File: src/rtl/tseq_pkg.sv
`timescale 1ns/1ps
package tseq_pkg;

    localparam int HLT_BIT = 0;
    localparam int ION_BIT = 7;
    localparam int IOF_BIT = 6;

    typedef enum logic [2:0] {
        BUS_NONE = 3'd0,
        BUS_AR   = 3'd1,
        BUS_PC   = 3'd2,
        BUS_DR   = 3'd3,
        BUS_AC   = 3'd4,
        BUS_IR   = 3'd5,
        BUS_TR   = 3'd6,
        BUS_MEM  = 3'd7
    } bus_src_e;

    typedef enum logic [1:0] {
        ALU_NONE = 2'd0,
        ALU_AND  = 2'd1,
        ALU_ADD  = 2'd2,
        ALU_PASS = 2'd3
    } alu_op_e;

    typedef struct packed {
        logic     ar_ld;
        logic     ar_inc;
        logic     ar_clr;
        logic     pc_ld;
        logic     pc_inc;
        logic     pc_clr;
        logic     dr_ld;
        logic     dr_inc;
        logic     ac_ld;
        logic     ir_ld;
        logic     tr_ld;
        logic     mem_rd;
        logic     mem_wr;
        alu_op_e  alu;
        bus_src_e bus;
    } ctl_strobe_t;

endpackage

File: src/rtl/tseq_step_counter.sv
`timescale 1ns/1ps
module tseq_step_counter #(
    parameter int NUM_STEPS = 7,
    localparam int STEP_W   = $clog2(NUM_STEPS)
) (
    input  logic                 clk,
    input  logic                 rst,
    input  logic                 advance,
    input  logic                 clear,
    output logic [STEP_W-1:0]    step_cnt,
    output logic [NUM_STEPS-1:0] step_hot
);

    always_ff @(posedge clk) begin
        if (rst || clear) begin
            step_cnt <= '0;
        end else if (advance) begin
            step_cnt <= step_cnt + STEP_W'(1);
        end
    end

    for (genvar k = 0; k < NUM_STEPS; k++) begin : g_hot
        assign step_hot[k] = (step_cnt == STEP_W'(k));
    end

endmodule

File: src/rtl/tseq_op_decoder.sv
`timescale 1ns/1ps
module tseq_op_decoder #(
    parameter int OPC_W   = 3,
    localparam int NUM_OP = 2 ** OPC_W
) (
    input  logic [OPC_W-1:0]  opc,
    output logic [NUM_OP-1:0] op_hot
);

    for (genvar k = 0; k < NUM_OP; k++) begin : g_dec
        assign op_hot[k] = (opc == OPC_W'(k));
    end

endmodule

File: src/rtl/tseq_irq_unit.sv
`timescale 1ns/1ps
module tseq_irq_unit (
    input  logic clk,
    input  logic rst,
    input  logic en_set,
    input  logic en_clr,
    input  logic svc_done,
    input  logic arm_window,
    input  logic flag_any,
    output logic ien_q,
    output logic pend_q
);

    always_ff @(posedge clk) begin
        if (rst || svc_done || en_clr) begin
            ien_q <= 1'b0;
        end else if (en_set) begin
            ien_q <= 1'b1;
        end
    end

    always_ff @(posedge clk) begin
        if (rst || svc_done) begin
            pend_q <= 1'b0;
        end else if (arm_window && ien_q && flag_any) begin
            pend_q <= 1'b1;
        end
    end

endmodule

File: src/rtl/tseq_ctrl.sv
`timescale 1ns/1ps
module tseq_ctrl
    import tseq_pkg::*;
#(
    parameter int WORD_W    = 16,
    parameter int OPC_LSB   = 12,
    parameter int OPC_W     = 3,
    parameter int NUM_STEPS = 7,
    localparam int STEP_W   = $clog2(NUM_STEPS),
    localparam int NUM_OP   = 2 ** OPC_W,
    localparam int IND_BIT  = WORD_W - 1,
    localparam int REG_OP   = NUM_OP - 1
) (
    input  logic              clk,
    input  logic              rst,
    input  logic [WORD_W-1:0] ir_word,
    input  logic              dr_is_zero,
    input  logic              in_flag,
    input  logic              out_flag,
    output logic [2:0]        bus_sel,
    output logic              ar_load,
    output logic              ar_incr,
    output logic              ar_clear,
    output logic              pc_load,
    output logic              pc_incr,
    output logic              pc_clear,
    output logic              dr_load,
    output logic              dr_incr,
    output logic              ac_load,
    output logic [1:0]        alu_sel,
    output logic              ir_load,
    output logic              tr_load,
    output logic              mem_read,
    output logic              mem_write,
    output logic [STEP_W-1:0] step_now,
    output logic              int_enable,
    output logic              int_pending,
    output logic              halted
);

    logic [NUM_STEPS-1:0] t;
    logic [NUM_OP-1:0]    d;
    logic                 ind_q;
    logic                 halt_q;
    logic                 end_cycle;
    logic                 halt_set;
    logic                 ion_hit;
    logic                 iof_hit;
    logic                 svc_done;
    logic                 regop_t3;
    ctl_strobe_t          st;
    wire                  unused_ir = ^ir_word;

    tseq_step_counter #(.NUM_STEPS(NUM_STEPS)) u_sc (
        .clk      (clk),
        .rst      (rst),
        .advance  (!halt_q),
        .clear    (end_cycle),
        .step_cnt (step_now),
        .step_hot (t)
    );

    tseq_op_decoder #(.OPC_W(OPC_W)) u_dec (
        .opc    (ir_word[OPC_LSB +: OPC_W]),
        .op_hot (d)
    );

    tseq_irq_unit u_irq (
        .clk        (clk),
        .rst        (rst),
        .en_set     (ion_hit),
        .en_clr     (iof_hit),
        .svc_done   (svc_done),
        .arm_window (!halt_q && !(t[0] || t[1] || t[2])),
        .flag_any   (in_flag || out_flag),
        .ien_q      (int_enable),
        .pend_q     (int_pending)
    );

    assign regop_t3 = !halt_q && t[3] && d[REG_OP];
    assign ion_hit  = regop_t3 && ir_word[IND_BIT] && ir_word[ION_BIT];
    assign iof_hit  = regop_t3 && ir_word[IND_BIT] && ir_word[IOF_BIT];
    assign halt_set = regop_t3 && !ir_word[IND_BIT] && ir_word[HLT_BIT];
    assign svc_done = !halt_q && t[2] && int_pending;

    assign end_cycle = !halt_q && (svc_done || regop_t3
                     || (t[4] && (d[3] || d[4]))
                     || (t[5] && (d[0] || d[1] || d[2] || d[5]))
                     || (t[6] && d[6]));

    always_ff @(posedge clk) begin
        if (rst) begin
            ind_q  <= 1'b0;
            halt_q <= 1'b0;
        end else begin
            if (!halt_q && t[2] && !int_pending) begin
                ind_q <= ir_word[IND_BIT];
            end
            if (halt_set) begin
                halt_q <= 1'b1;
            end
        end
    end

    always_comb begin
        st = '0;
        if (!halt_q) begin
            if (t[0]) begin
                st.bus = BUS_PC;
                if (int_pending) begin
                    st.ar_clr = 1'b1;
                    st.tr_ld  = 1'b1;
                end else begin
                    st.ar_ld  = 1'b1;
                end
            end
            if (t[1]) begin
                if (int_pending) begin
                    st.bus    = BUS_TR;
                    st.mem_wr = 1'b1;
                    st.pc_clr = 1'b1;
                end else begin
                    st.bus    = BUS_MEM;
                    st.mem_rd = 1'b1;
                    st.ir_ld  = 1'b1;
                    st.pc_inc = 1'b1;
                end
            end
            if (t[2]) begin
                if (int_pending) begin
                    st.pc_inc = 1'b1;
                end else begin
                    st.bus   = BUS_IR;
                    st.ar_ld = 1'b1;
                end
            end
            if (t[3] && !d[REG_OP] && ind_q) begin
                st.bus    = BUS_MEM;
                st.mem_rd = 1'b1;
                st.ar_ld  = 1'b1;
            end
            if (t[4]) begin
                if (d[0] || d[1] || d[2] || d[6]) begin
                    st.bus    = BUS_MEM;
                    st.mem_rd = 1'b1;
                    st.dr_ld  = 1'b1;
                end
                if (d[3]) begin
                    st.bus    = BUS_AC;
                    st.mem_wr = 1'b1;
                end
                if (d[4]) begin
                    st.bus   = BUS_AR;
                    st.pc_ld = 1'b1;
                end
                if (d[5]) begin
                    st.bus    = BUS_PC;
                    st.mem_wr = 1'b1;
                    st.ar_inc = 1'b1;
                end
            end
            if (t[5]) begin
                if (d[0]) begin st.ac_ld = 1'b1; st.alu = ALU_AND;  end
                if (d[1]) begin st.ac_ld = 1'b1; st.alu = ALU_ADD;  end
                if (d[2]) begin st.ac_ld = 1'b1; st.alu = ALU_PASS; end
                if (d[5]) begin
                    st.bus   = BUS_AR;
                    st.pc_ld = 1'b1;
                end
                if (d[6]) begin
                    st.dr_inc = 1'b1;
                end
            end
            if (t[6] && d[6]) begin
                st.bus    = BUS_DR;
                st.mem_wr = 1'b1;
                st.pc_inc = dr_is_zero;
            end
        end
    end

    assign bus_sel   = st.bus;
    assign ar_load   = st.ar_ld;
    assign ar_incr   = st.ar_inc;
    assign ar_clear  = st.ar_clr;
    assign pc_load   = st.pc_ld;
    assign pc_incr   = st.pc_inc;
    assign pc_clear  = st.pc_clr;
    assign dr_load   = st.dr_ld;
    assign dr_incr   = st.dr_inc;
    assign ac_load   = st.ac_ld;
    assign alu_sel   = st.alu;
    assign ir_load   = st.ir_ld;
    assign tr_load   = st.tr_ld;
    assign mem_read  = st.mem_rd;
    assign mem_write = st.mem_wr;
    assign halted    = halt_q;

endmodule

File: config.mk
export PLATFORM = sky130hd
export DESIGN_NAME = tseq_ctrl
export DESIGN_NICKNAME = d
export VERILOG_FILES = /design/src/rtl/tseq_pkg.sv /design/src/rtl/tseq_step_counter.sv /design/src/rtl/tseq_op_decoder.sv /design/src/rtl/tseq_irq_unit.sv /design/src/rtl/tseq_ctrl.sv
export SDC_FILE = /design/constraint.sdc
export NUM_CORES = 1
export LEC_CHECK = 0
export BUFFER_PORTS_ARGS = -buffer_cell sky130_fd_sc_hd__buf_2
export CORE_MARGIN = 10
export CORE_UTILIZATION = 48
export CTS_CLUSTER_SIZE = 12
export DETAILED_ROUTE_END_ITERATION = 10
export HOLD_SLACK_MARGIN = 0.1
export PLACE_DENSITY = 0.87
export SLEW_MARGIN = 20
export SYNTH_ARGS = -nofsm -noshare
export SYNTH_HDL_FRONTEND = slang
export SYNTH_SLANG_ARGS = --single-unit
File: constraint.sdc
create_clock -name clk -period 5.8 [get_ports clk]
set_clock_uncertainty 0.2 [all_clocks]
set_input_delay 0.58 -clock clk [delete_from_list [all_inputs] [get_ports clk]]
set_output_delay 0.58 -clock clk [all_outputs]
set_load 0.02 [all_outputs]
==> out/qor.csv, run 1 <==
metric,value,unit
vias_per_cell,5.90,
max_freq,337,MHz
core,0.00171,mm2
final_hold_viol_count,0,
htreeDepth,1,
fp.dieH,62.0,um
start_util,49.6,%
wl_met2,1220,um
drc,0,
synth_seq_cells,7,
grt_pass1_wl,3970,um
synth_mux_area_share,3.55,%
dpl_cell_area,995,um2
multiInputGateArea,626,um2
timing.final.ws_setup,2.83,ns
cts_tree,built,
dieArea,0.00385,mm2
postCtsSetupBuffers,0,
cp_cell_sequence,inv_2 -> ha_1 -> a32oi_1 -> a21oi_1 -> o31a_1 -> buf_2,
syn-num-nets,152,
syn_inst,126,
ctsRootBufferMaster,clkbuf_4,
synth_cell_types,38,
row_count,15,
synth_xor_area_share,0,%
r2r_start,u_sc.step_cnt[2],
grt_pass1_vias,876,
cts.clk_slew.worst_paths,0.06,ns
port_buffers,35,
synth-edff-count,0,
power_density,187,mW/mm2
cts_resized,0,
io_pins,45,
gp_congestion,0.845,
setup_viol,0,
slew_headroom,63.6,%
detail_route.wl_per_cell,14.1,um
finalCritPeriodShare,51.2,%
rsz0062_at_grt,false,
place_ws,3.11,ns
slew_violations,0,
synthFlopType,dfxtp_1,
die_w,62.0,um
cts-hold-fix-buffers,0,
cts_made_buffers,3,
synthArstFlopShare,0,%
finish.net_count,181,
syn_avg_cell_area,6.72,um2
hold-worst-slack,0.288,ns
routed.top_layer,met4,
ys_warn_count,0,
hp-start,ir_word[6],
end_kind,output port,
syn_to_final_growth,20.7,%
crit_type,flip-flop to output port,
drtAntennaViolNets,0,
synth-simple-area-share,37.2,%
clk_latency,0.27,ns
swShare,43.0,%
startpoint_type,flip-flop,
met3WireLength,222,um
max_stage_delay,0.65,ns
p_switching,82.2,uW
via_count,1056,
clock_sinks,7,
drt-initial-drc-count,57,
grt_max_degree,20,
pwr-share-seq,29.5,%
regArea,140,um2
synth-adder-area-share,7.39,%
intPower,109,uW
synth_seq_area_share,16.5,%
first_pass_iters,5,
worst_pin_slew,0.545,ns
cp_slowest_cell,dfxtp_1,
syn_area,847,um2
required,5.02,ns
synth_top_family_by_area,simple AND/OR/NAND/NOR gates,
status,finished clean,
peakVddDrop,0.144,mV
wl_met1,993,um
worst_ep_arrival_time,2.19,ns
antenna_found_initial,0,
cts_buffer_depth,2,
setup_tns,0,ns
synth_compound_area_share,25.7,%
grtUsageTotal,13.6,%
wirelength,2520,um
nFillCells,169,
drive_gt1_share,26.6,%
path_max_fanout,16,
crit_start,u_sc.step_cnt[2],
place.detailed.hpwl,1930,um
gr-total-overflow,0,
maxCapViolCount,0,
comb_power_share,45.9,%
p_leak,0.459,nW
hold_path.class,input port to flip-flop,
final_area,0.00102,mm2
clock_power_share,24.6,%
n_antenna_cell,0,
period_minus_slack,2.97,ns
## critical path: cells and delay by family (launching register included)
family          cells  cell delay, ns
flops               1            0.65
fa+ha+maj           1            0.29
compound gates      3            0.69
buf+inv             2            0.29
## per-stage QoR
| step | utilization, % | instances | power, mW |
|---|---|---|---|
| after floorplan | - | 126 | 0.120 |
| after global placement | 58.2 | 175 | 0.143 |
| after detailed placement | 58.2 | 175 | 0.145 |
| after CTS | 59.9 | 179 | 0.192 |
| after global routing | 59.9 | 179 | 0.206 |
| final | 59.9 | 179 | 0.191 |
## cell type report
cell class                 count  area share [%]
clock buffer                   3            2.20
sequential                     7            13.7
tap                           25            3.06
multi-input combinational    102            61.2
clock inverter                 1           0.490
inverter                       6            2.20
timing repair buffer          35            17.1
## power by group through the flow
stage / Combinational, mW / Sequential, mW / Clock, mW
detailed placement: 0.0874 / 0.0573 / 0
CTS: 0.0877 / 0.0563 / 0.0484
finish: 0.0878 / 0.0564 / 0.0469
floorplan: 0.0620 / 0.0580 / 0
global placement: 0.0860 / 0.0571 / 0
global route: 0.0971 / 0.0572 / 0.0514
## path summary, 6_finish.rpt
| path | end | cells past startpoint | slack, ns |
|---|---|---|---|
| setup / recovery | bus_sel[0] | 6 | 2.83 |
| hold / removal | u_irq.ien_q | 2 | 0.29 |
| setup reg to reg | u_sc.step_cnt[1] | 6 | 3.71 |
| hold reg to reg | u_sc.step_cnt[0] | 2 | 0.33 |
## routing by layer
| layer | up-vias | GRT usage, % |
|---|---|---|
| met1 | 483 | 16.0 |
| met5 | - | 0 |
| li1 | 508 | - |
| met4 | 0 | 7.96 |
| met2 | 58 | 20.6 |
| met3 | 7 | 5.08 |
## cells by family (layout without fill, tap and decap cells)
logic type,count (synthesis),in the layout
simple gates,62,62
compound gates,32,32
buf+inv,17,45
flops,7,7
fa+ha+maj,5,5
mux,3,3
## registers in the layout (all words and copies together) (netlist names)
name,count
halted,1
u_irq.pend_q,1
u_sc.step_cnt,3
ind_q,1
u_irq.ien_q,1
## cell usage after synthesis (2+ instances only)
cell / count / area [um2]
ha_1: 5 / 62.6
a21oi_1: 9 / 45.0
o21ai_1: 3 / 15.0
mux2i_1: 3 / 30.0
nand2_1: 15 / 56.3
nor2b_1: 3 / 18.8
dfxtp_1: 7 / 140
nor3_1: 3 / 15.0
nor2_1: 16 / 60.1
nor3b_1: 3 / 22.5
nand4_1: 2 / 12.5
nand3_1: 5 / 25.0
a31oi_1: 3 / 18.8
inv_1: 5 / 18.8
clkbuf_1: 3 / 11.3
nor4b_1: 2 / 17.5
nand2b_1: 6 / 37.5
buf_2: 5 / 25.0
buf_4: 3 / 22.5
a211oi_1: 3 / 22.5
a21o_1: 2 / 15.0
nand3b_1: 3 / 22.5
o22ai_1: 2 / 12.5
## cell usage in the layout, fill, tap and decap left out, types with 2 or more instances in the layout
master,n
a211oi_1,3
a21o_1,2
a21oi_1,9
a31oi_1,3
buf_2,35
clkbuf_4,3
dfxtp_1,7
ha_1,5
inv_1,5
mux2i_1,3
nand2_1,15
nand2b_1,6
nand3_1,5
nand3b_1,3
nand4_1,2
nor2_1,16
nor2b_1,3
nor3_1,3
nor3b_1,3
nor4b_1,2
o21ai_1,3
o22ai_1,2
No activity file was read; power rests on OpenSTA's default activity.
==> run 2: changes to the inputs <==
CORE_UTILIZATION = 40   (was 48)
PLACE_DENSITY = 0.77   (was 0.87)
clock period = 2.5 ns   (was 5.8 ns; I/O delays follow)
==> run 2 against run 1 <==
Net effect: first-iteration DRC count grew 75%; global-route usage shrank 1.4 points; critical path depth grew 1; die area grew 13%; clock-buffer cell count is the same; via count grew 1.4%; sequential share of layout area shrank 0.56 points; register-to-register slack lost 3.3 ns; flip-flop and latch count is the same; clock power grew 120%; combinational power grew to 2.5 times the previous value; largest cell class unchanged; highest routed layer unchanged.
==> out/qor.csv, run 2 (same netlist as run 1, synthesis figures left out) <==
metric,value,unit,change
start_util,42.7,%,-6.9 points
top_register,u_sc.step_cnt,,
setup_viol,0,,unchanged
p_switching,191,uW,+130%
slew_violations,0,,unchanged
drive_gt1_share,28.7,%,+2.1 points
drc,0,,unchanged
hold-worst-slack,0.136,ns,-0.152 ns
pwr-share-seq,28.0,%,-1.5 points
io_pins,45,,unchanged
mostFrequentLayoutCell,buf_2,,
swShare,42.1,%,-0.93 points
intPower,263,uW,+140%
clk_latency,0.26,ns,about the same
core,0.00198,mm2,+16%
fp.dieH,66.0,um,+6.5%
grtUsageTotal,12.3,%,-1.4 points
wirelength,2700,um,+7.4%
comb_power_share,48.8,%,+2.9 points
port_buffers,35,,unchanged
most-common-layout-cells,"35 x buf_2, 16 x nor2_1, 15 x nand2_1, 9 x a21oi_1, 6 x nand2b_1",,
cts_buffer_depth,2,,unchanged
dpl_cell_area,0.00101,mm2,+1.8%
first_pass_iters,4,,-1
startpoint_type,flip-flop,,
row_count,16,,+1
timing.final.ws_setup,0.124,ns,-2.70 ns
power_density,418,mW/mm2,+120%
grt_pass1_vias,990,,+13%
detail_route.wl_per_cell,14.4,um,+2.8%
place_ws,0.299,ns,-2.81 ns
nFillCells,202,,+20%
place.detailed.hpwl,2050,um,+6.2%
path_max_fanout,8,,-8
gp_congestion,0.836,,-1.0%
period_minus_slack,2.38,ns,
grtUsageMet1,14.2,%,-1.8 points
grt_max_degree,20,,unchanged
maxCapViolCount,0,,unchanged
die_w,66.0,um,+6.5%
final_hold_viol_count,0,,unchanged
busiest_layer,met2,,
via_count,1071,,+1.4%
final_area,0.00108,mm2,+6.1%
ctsRootBufferMaster,clkbuf_4,,
dieArea,0.00436,mm2,+13%
clock_power_share,23.2,%,-1.4 points
crit_start,u_sc.step_cnt[0],,
finalPower,453,uW,+140%
max_freq,421,MHz,
grtUsageMet2,21.6,%,+1.0 points
dp_cells,179,,+2.3%
worst_pin_slew,0.575,ns,+0.0294 ns
hold_path.class,input port to flip-flop,,
clock_sinks,7,,unchanged
peakVddDrop,0.403,mV,+180%
grt_pass1_wl,4530,um,+14%
largest_reg_flops,3,,unchanged
p_leak,0.488,nW,+6.3%
end_kind,output port,,
antenna_found_initial,0,,unchanged
required,2.05,ns,-2.97 ns
gr-total-overflow,0,,unchanged
endpoint,bus_sel[2],,
worstRegToRegCells,7,,+1
r2r_start,u_sc.step_cnt[1],,
crit_type,flip-flop to output port,,
final_cells,187,,+4.5%
vias_per_cell,5.73,,-2.9%
utilization,54.7,%,-5.1 points
cts.clk_slew.worst_paths,0.06,ns,about the same
n_antenna_cell,0,,unchanged
timing.rr.end,halted,,
cts_made_buffers,3,,unchanged
drtAntennaViolNets,0,,unchanged
htreeDepth,1,,unchanged
worst_ep_arrival_time,1.93,ns,-0.26 ns
setup_tns,0,ns,unchanged
cts_tree,built,,
grt_use_met3,3.90,%,-1.2 points
r2r_slack,0.43,ns,-3.28 ns
finalCritPeriodShare,95.1,%,
drt-initial-drc-count,100,,+75%
finish.net_count,187,,+3.3%
slew_headroom,61.6,%,-2.0 points
syn_to_final_growth,28.1,%,
status,finished clean,,
## run 2: changes by cell type in the layout (fill, tap and decap cells not counted)
cell / change
dfxtp_1: -2
buf_4: +2
dlygate4sd3_1: +4
ha_2: +1
dfxtp_2: +2
ha_1: -1
## run 2: worst min-delay path by stage
stage          slack [ns]  cells past startpoint        from          end
2_1_floorplan        0.12                      1         rst       halted
3_3_place_gp         0.23                      2  ir_word[6]  u_irq.ien_q
3_5_place_dp         0.24                      2  ir_word[6]  u_irq.ien_q
4_1_cts              0.12                      3  ir_word[7]  u_irq.ien_q
5_1_grt              0.13                      3  ir_word[7]  u_irq.ien_q
6_report             0.14                      3  ir_word[7]  u_irq.ien_q
## run 2: what timing repair did
| action | in CTS | in global routing |
|---|---|---|
| resized for setup | 0 | 3 |
| hold buffers | 4 | 0 |
| setup endpoints to repair | 0 | 3 |
| hold endpoints to repair | 3 | 0 |
| setup buffers | 0 | 0 |
## run 2: layout make-up
| cell class | count | area [um2] | share of cell area, % |
|---|---|---|---|
| Clock buffer | 3 | 22.5 | 2.08 |
| Clock inverter | 1 | 5.00 | 0.461 |
| Inverter | 6 | 22.5 | 2.08 |
| Multi-Input combinational cell | 102 | 628 | 57.9 |
| Sequential cell | 7 | 143 | 13.1 |
| Tap cell | 27 | 33.8 | 3.11 |
| Timing Repair Buffer | 41 | 230 | 21.2 |
## run 2: worst max-delay path, cell delays in order, from the launching register on
cell and delay (ns):
dfxtp_2 0.34, inv_1 0.09, ha_2 0.28, nand2_1 0.14, a21o_1 0.17, and3_1 0.17, nor4_1 0.26, buf_2 0.21
## run 2: power groups by stage
stage          clock network, mW  logic [mW]  registers (mW)
2_1_floorplan                  0       0.144           0.135
3_3_place_gp                   0       0.211           0.128
3_5_place_dp                   0       0.215           0.128
4_1_cts                    0.107       0.219           0.126
5_1_grt                    0.116       0.244           0.129
6_report                   0.105       0.221           0.127
## run 2: layer usage
layer | wire, um | up-vias
met2 | 1400 | 53
met5 | 0 | -
met1 | 1040 | 495
met3 | 252 | 2
met4 | 8 | 0
li1 | - | 521
